[src/rtl/polydec_pkg.sv]
package polydec_pkg;

    localparam int DEF_DECIM          = 4;
    localparam int DEF_TAPS_PER_PHASE = 4;
    localparam int DEF_DATA_W         = 16;
    localparam int DEF_COEF_W         = 16;
    localparam int DEF_OUT_W          = 16;
    localparam int DEF_FRAC_SHIFT     = 13;

    // Events seen by the sample distributor in one cycle.
    typedef struct packed {
        logic accept;      // a sample is taken this cycle
        logic group_done;  // the sample goes to phase 0 and closes a group
        logic primed;      // enough whole groups seen to fill every tap
    } comm_evt_t;

    // Prototype coefficient h(idx) as a signed integer.
    function automatic int tap_coef(input int idx);
        return 3000 - 375 * idx;
    endfunction

endpackage

[src/rtl/polydec_commutator.sv]
module polydec_commutator
    import polydec_pkg::*;
#(
    parameter int DECIM          = DEF_DECIM,
    parameter int TAPS_PER_PHASE = DEF_TAPS_PER_PHASE
)
(
    input  logic             clk,
    input  logic             rst,
    input  logic             in_valid,
    output logic [DECIM-1:0] shift_en,
    output logic             fire
);

    localparam int PTR_W = (DECIM > 1) ? $clog2(DECIM) : 1;
    localparam int GRP_W = $clog2(TAPS_PER_PHASE + 1);
    localparam logic [PTR_W-1:0] PTR_FIRST = PTR_W'(DECIM - 1);
    localparam logic [GRP_W-1:0] GRP_FULL  = GRP_W'(TAPS_PER_PHASE);
    localparam logic [GRP_W-1:0] GRP_PRIME = GRP_W'(TAPS_PER_PHASE - 1);

    logic [PTR_W-1:0] ptr_q;
    logic [GRP_W-1:0] grp_q;
    comm_evt_t        evt;

    always_comb begin
        evt.accept     = in_valid;
        evt.group_done = in_valid && (ptr_q == '0);
        evt.primed     = (grp_q >= GRP_PRIME);
    end

    generate
        for (genvar b = 0; b < DECIM; b++) begin : g_sel
            assign shift_en[b] = evt.accept && (ptr_q == PTR_W'(b));
        end
    endgenerate

    always_ff @(posedge clk) begin
        if (rst) begin
            ptr_q <= PTR_FIRST;
            grp_q <= '0;
            fire  <= 1'b0;
        end else begin
            fire <= evt.group_done && evt.primed;
            if (evt.accept) begin
                ptr_q <= (ptr_q == '0) ? PTR_FIRST : ptr_q - PTR_W'(1);
            end
            if (evt.group_done && (grp_q != GRP_FULL)) begin
                grp_q <= grp_q + GRP_W'(1);
            end
        end
    end

endmodule

[src/rtl/polydec_branch.sv]
module polydec_branch
    import polydec_pkg::*;
#(
    parameter int DECIM  = DEF_DECIM,
    parameter int TAPS   = DEF_TAPS_PER_PHASE,
    parameter int PHASE  = 0,
    parameter int DATA_W = DEF_DATA_W,
    parameter int COEF_W = DEF_COEF_W,
    parameter int SUM_W  = DATA_W + COEF_W + $clog2(TAPS) + 1
)
(
    input  logic                     clk,
    input  logic                     rst,
    input  logic                     shift_en,
    input  logic signed [DATA_W-1:0] din,
    output logic signed [SUM_W-1:0]  psum
);

    localparam int PROD_W = DATA_W + COEF_W;

    logic signed [DATA_W-1:0] line_q [TAPS];

    // Delay line of this phase: moves only when the phase is fed.
    always_ff @(posedge clk) begin
        if (rst) begin
            for (int i = 0; i < TAPS; i++) begin
                line_q[i] <= '0;
            end
        end else if (shift_en) begin
            line_q[0] <= din;
            for (int i = 1; i < TAPS; i++) begin
                line_q[i] <= line_q[i-1];
            end
        end
    end

    // Tap n of this phase uses h(PHASE + n*DECIM).
    always_comb begin
        logic signed [COEF_W-1:0] c;
        logic signed [PROD_W-1:0] prod;
        psum = '0;
        for (int n = 0; n < TAPS; n++) begin
            c    = COEF_W'(tap_coef(PHASE + n * DECIM));
            prod = line_q[n] * c;
            psum = psum + SUM_W'(prod);
        end
    end

endmodule

[src/rtl/polydec_combine.sv]
module polydec_combine
    import polydec_pkg::*;
#(
    parameter int DECIM      = DEF_DECIM,
    parameter int SUM_W      = 34,
    parameter int ACC_W      = SUM_W + $clog2(DECIM) + 1,
    parameter int OUT_W      = DEF_OUT_W,
    parameter int FRAC_SHIFT = DEF_FRAC_SHIFT
)
(
    input  logic                    clk,
    input  logic                    rst,
    input  logic                    fire,
    input  logic signed [SUM_W-1:0] psum [DECIM],
    output logic                    out_valid,
    output logic signed [OUT_W-1:0] out_data
);

    localparam logic signed [ACC_W-1:0] HALF    = ACC_W'(1) << (FRAC_SHIFT - 1);
    localparam logic signed [ACC_W-1:0] OUT_MAX =
        {{(ACC_W - OUT_W + 1){1'b0}}, {(OUT_W - 1){1'b1}}};
    localparam logic signed [ACC_W-1:0] OUT_MIN =
        {{(ACC_W - OUT_W + 1){1'b1}}, {(OUT_W - 1){1'b0}}};

    logic signed [ACC_W-1:0] total;
    logic signed [ACC_W-1:0] scaled;
    logic signed [OUT_W-1:0] clipped;

    always_comb begin
        total = '0;
        for (int k = 0; k < DECIM; k++) begin
            total = total + ACC_W'(psum[k]);
        end
        scaled = (total + HALF) >>> FRAC_SHIFT;
        if (scaled > OUT_MAX) begin
            clipped = OUT_MAX[OUT_W-1:0];
        end else if (scaled < OUT_MIN) begin
            clipped = OUT_MIN[OUT_W-1:0];
        end else begin
            clipped = scaled[OUT_W-1:0];
        end
    end

    always_ff @(posedge clk) begin
        if (rst) begin
            out_valid <= 1'b0;
            out_data  <= '0;
        end else begin
            out_valid <= fire;
            if (fire) begin
                out_data <= clipped;
            end
        end
    end

endmodule

[src/rtl/polyphase_decimator.sv]
module polyphase_decimator
    import polydec_pkg::*;
#(
    parameter int DECIM          = DEF_DECIM,
    parameter int TAPS_PER_PHASE = DEF_TAPS_PER_PHASE,
    parameter int DATA_W         = DEF_DATA_W,
    parameter int COEF_W         = DEF_COEF_W,
    parameter int OUT_W          = DEF_OUT_W,
    parameter int FRAC_SHIFT     = DEF_FRAC_SHIFT
)
(
    input  logic                     clk,
    input  logic                     rst,
    input  logic                     in_valid,
    input  logic signed [DATA_W-1:0] in_data,
    output logic                     out_valid,
    output logic signed [OUT_W-1:0]  out_data
);

    localparam int SUM_W = DATA_W + COEF_W + $clog2(TAPS_PER_PHASE) + 1;
    localparam int ACC_W = SUM_W + $clog2(DECIM) + 1;

    logic [DECIM-1:0]        shift_en;
    logic                    fire;
    logic signed [SUM_W-1:0] psum [DECIM];

    polydec_commutator #(
        .DECIM          (DECIM),
        .TAPS_PER_PHASE (TAPS_PER_PHASE)
    ) u_comm (
        .clk      (clk),
        .rst      (rst),
        .in_valid (in_valid),
        .shift_en (shift_en),
        .fire     (fire)
    );

    generate
        for (genvar k = 0; k < DECIM; k++) begin : g_phase
            polydec_branch #(
                .DECIM  (DECIM),
                .TAPS   (TAPS_PER_PHASE),
                .PHASE  (k),
                .DATA_W (DATA_W),
                .COEF_W (COEF_W),
                .SUM_W  (SUM_W)
            ) u_branch (
                .clk      (clk),
                .rst      (rst),
                .shift_en (shift_en[k]),
                .din      (in_data),
                .psum     (psum[k])
            );
        end
    endgenerate

    polydec_combine #(
        .DECIM      (DECIM),
        .SUM_W      (SUM_W),
        .ACC_W      (ACC_W),
        .OUT_W      (OUT_W),
        .FRAC_SHIFT (FRAC_SHIFT)
    ) u_comb (
        .clk       (clk),
        .rst       (rst),
        .fire      (fire),
        .psum      (psum),
        .out_valid (out_valid),
        .out_data  (out_data)
    );

endmodule

[config.mk]
export PLATFORM = sky130hd
export DESIGN_NAME = polyphase_decimator
export DESIGN_NICKNAME = d
export VERILOG_FILES = /design/src/rtl/polydec_pkg.sv /design/src/rtl/polydec_commutator.sv /design/src/rtl/polydec_branch.sv /design/src/rtl/polydec_combine.sv /design/src/rtl/polyphase_decimator.sv
export SDC_FILE = /design/constraint.sdc
export NUM_CORES = 2
export LEC_CHECK = 0
export ABC_AREA = 1
export CAP_MARGIN = 30
export CELL_PAD_IN_SITES_DETAIL_PLACEMENT = 1
export CELL_PAD_IN_SITES_GLOBAL_PLACEMENT = 2
export CORE_MARGIN = 10
export CORE_UTILIZATION = 40
export DETAILED_ROUTE_END_ITERATION = 7
export DONT_BUFFER_PORTS = 1
export PLACE_DENSITY_LB_ADDON = 0.1
export SLEW_MARGIN = 15
export SYNTH_ARGS = -nofsm -noshare
export SYNTH_HDL_FRONTEND = slang
export SYNTH_HIERARCHICAL = 1
export SYNTH_SLANG_ARGS = --single-unit
[constraint.sdc]
create_clock -name clk -period 14.81 [get_ports clk]
set_input_delay 2.962 -clock clk [delete_from_list [all_inputs] [get_ports clk]]
set_output_delay 2.962 -clock clk [all_outputs]
set_load 0.02 [all_outputs]
==> results.txt <==
Summing all flip-flop and latch instances after layout gives roughly 8100 sq um. Input and output buffers added on the ports amount to 0. The total I/O pin count is 36.

For this run, the leading register cell type out of synthesis is edfxtp_1. The total number of placement rows came out at 166. In this run the vertical extent of the chip is ~470 microns. The instance count after placement with tap cells included came out at approximately 13000. The final hold slack came out at 528.8 ps. Setup total negative slack on the finished layout was measured at 0 ps. The core footprint is ~200000 sq um. Setup repair after global routing left no endpoint under its margin. The per-instance average area after synthesis is between 8 and 9 sq um. By startpoint and endpoint, the worst setup path is classified as flop to flop. Sorting the synthesized cells by how often they occur yields 3154 x inv_1, 1659 x nand2_1, 1403 x fa_1. The startpoint type of the worst setup path is a flop. The clock latency of the later-clocked register in the worst-skew pair is 690 ps. The startpoint identified for the worst register-to-register timing path is g_phase[3].u_branch/line_q[0][62]$_SDFFCE_PN0P_. Cells with a size suffix above 1 make up under 10% of the layout. Between clock sinks in the finished design, the worst skew comes to between 40 and 50 ps.

The number of detailed-route iterations in the first pass is 5. The routed via count came out at 60720. The layout has approximately 25000 filler cells. The max-slew violation total from the final report was 0.

The post-CTS repair timing setup buffer count came out at 0. The number of warnings printed during yosys synthesis came out at 6. The area of the multi-input gates is ~62000 sq um.

STA classifies the critical path endpoint as a flop. The peak per-stage delay on the critical path is 720 ps. Cells fill 42.80% of the core in the end. The DRC violation count after routing is 0.

The minimum clock period came out at 11720 ps. The most numerous cell type found on the critical path is fa_1. The kind of path behind the tightest hold check is flop to flop. The synthesized design spends more area on one cell type than any other, namely fa_1. The async set-or-reset flop fraction in the synthesized netlist is 0%. Measured in cells, the most critical reg-to-reg path has a length of a little over 40. Global routing used about a quarter of the available tracks across all layers. The number of vias per cell after detailed routing came out at between 4 and 5.

The synthesized instance count is 9867. The transition at the pin with the smallest max-transition slack came out at between 900 and 1000 ps. For the worst setup path, the data required time is about 15000 ps. The final hold violation count is 0. Summed over its instances, the top area cell type makes up between 30% and 40% of the synthesized netlist area.

The die outline area came out at roughly 230000 sq um. The count of hold-fix buffers inserted at cts came out at 0. The number of max-cap violations came out at 0. The layout-stage area growth over the synthesis result is 6.194%. The portion of the post-synthesis area used by sequential elements is around 9.9%. The worst hold path begins at u_comm/grp_q[1]$_SDFFE_PP0P_.

In this run the clock root is driven by a clkbuf_16. The count of flip-flops with a built-in enable after synthesis came out at between 200 and 300. The clock sink count is about 280. The number of buffers inserted during clock tree synthesis is 46. Wires add up to around 260000 microns. The floorplan die width is 474.5 microns. The HPWL after detailed placement came out at roughly 230000 microns. The highest clock frequency the design can meet is ~0.085 GHz.

The total congestion overflow is 0. The initial antenna violation count came to 9. Across all register-to-register paths, the minimum setup slack is 3090 ps.

The via count of the first global-routing pass came to between 60000 and 70000. The pin count of the biggest net entering global routing is 65. The maximum level of the CTS H-tree came out at 2. The clock transition at the registers of the reported paths came out at ~60 ps. The cell at the slowest stage of the critical path is edfxtp_1.

The hold path endpoint is u_comm/grp_q[1]$_SDFFE_PP0P_. The final worst-path cycle share is slightly below 80%. The remaining number of nets flagged by the antenna check after routing is 0. The wire length per cell after detailed routing is approximately 21 microns.

The clock tree buffer depth is 3. The quantity of gates resized following cts is 0. The wire length of the first global-routing pass came out at 411300 microns. The count of different cell masters after synthesis came out at between 50 and 60. In this run the critical register-to-register path is captured at u_comb/out_data[11]$_SDFFE_PP0P_. The most used standard cell by instance count after synthesis is inv_1. Yosys attributes the largest share of cell area to fa_1 34%, ha_1 21%, inv_1 14%. STA puts the critical path data arrival time at between 10000 and 15000 ps. The run finished with clean final reports. TritonCTS built the clock tree.

For this configuration, the core starts out at a cell density of between 40% and 50%. The number of stages on the worst hold path is 2. After synthesis the netlist holds a flip-flop and latch count of about 280. Setup violations remaining at the end of the flow were counted as 0. The final net count came out at between 10000 and 15000. In this run the worst path has a maximum fanout of 15. The first-iteration detailed-routing DRC count came out at roughly 2400. The cell area after technology mapping came out at ~83000 sq um. Measured against its own limit, the worst slew margin works out to between 30% and 40%. The final non-filler cell total is 12640. At the end of routability-driven placement, the weighted congestion stood at between 0.8 and 0.9.
==> how the worst max path moves through the flow <==
stage,start,endpoint
final,g_phase[3].u_branch/line_q[0][62]$_SDFFCE_PN0P_,u_comb/out_data[11]$_SDFFE_PP0P_
after global routing,g_phase[3].u_branch/line_q[0][15]$_SDFFCE_PN0P_,u_comb/out_data[13]$_SDFFE_PP0P_
after CTS,g_phase[3].u_branch/line_q[0][62]$_SDFFCE_PN0P_,u_comb/out_data[11]$_SDFFE_PP0P_
after detailed placement,g_phase[3].u_branch/line_q[0][62]$_SDFFCE_PN0P_,u_comb/out_data[11]$_SDFFE_PP0P_
after global placement,g_phase[3].u_branch/line_q[0][62]$_SDFFCE_PN0P_,u_comb/out_data[0]$_SDFFE_PP0P_
after floorplan,g_phase[3].u_branch/line_q[0][47]$_SDFFCE_PN0P_,u_comb/out_data[1]$_SDFFE_PP0P_
==> routing by layer <==
layer | global-route usage (%) | vias up | routed length (microns)
met2 | 42.21 | 590 | 130000
met3 | 2.278 | 185 | 7003
li1 | - | 29190 | -
met5 | 0 | - | 0
met4 | 5.006 | 0 | 6400
met1 | 31.59 | 30760 | 119700
==> layout make-up <==
cell class / instances / share of cell area [%]
clock inverters: 33 / 0.5533
well taps: 2688 / 3.833
diodes: 30 / 0.08556
flip-flops and latches: 279 / 9.286
clock buffers: 53 / 1.426
inverters: 3170 / 13.56
multi-input cells: 6368 / 70.99
repair buffers: 22 / 0.2610
==> critical path, delay by kind of cell, from the launching register on <==
kind,cells,cell delay (ps)
compound gates,4,1100
simple gates,15,2090
fa+ha+maj,14,6660
xor+xnor,1,390
flops,1,720
buf+inv,7,570
==> kinds of logic (layout without fill, tap and decap cells) <==
kind of cell | count (synthesis) | count (layout) | synth area share [%]
compound gates | 486 | 486 | 3.245
xor+xnor | 273 | 273 | 2.917
fa+ha+maj | 2769 | 2769 | 54.68
buf+inv | 3221 | 3278 | 14.77
flops | 279 | 279 | 9.861
other cells | 2 | 33 | 0.009089
simple gates | 2837 | 2837 | 14.52
==> per-stage QoR <==
stage / setup WS, ps / cell area (sq um)
global placement: 3318 / 85830
global route: 2529 / 87700
detailed placement: 3175 / 85900
finish: 3088 / 87740
CTS: 3123 / 87640
floorplan: 4563 / 82630
==> placed cells by master (no fill, tap or decap), types with 19 or more instances in the layout <==
cell,n
o21bai_1,30
dfxtp_1,23
a21o_1,19
diode_2,30
fa_1,1403
nand3_2,22
nor2_1,591
a21oi_1,273
inv_1,3154
edfxtp_1,256
o21ai_0,122
nand2_1,1655
xnor2_1,127
clkbuf_16,49
nand4_1,69
nand2_2,74
xor2_1,145
nand3_1,266
ha_1,1366
nor2_2,49
nor3_1,23
==> flip-flops by register name, summed over array words and instances (netlist names) <==
signal                   cells
g_phase.u_branch/line_q    256
u_comb/out_data             16
u_comm/grp_q                 3
u_comb/out_valid             1
u_comm/ptr_q                 2
u_comm/fire                  1
Power is not shown: default switching activity piles up to over one toggle a cycle in this logic, so the estimate is an artifact.
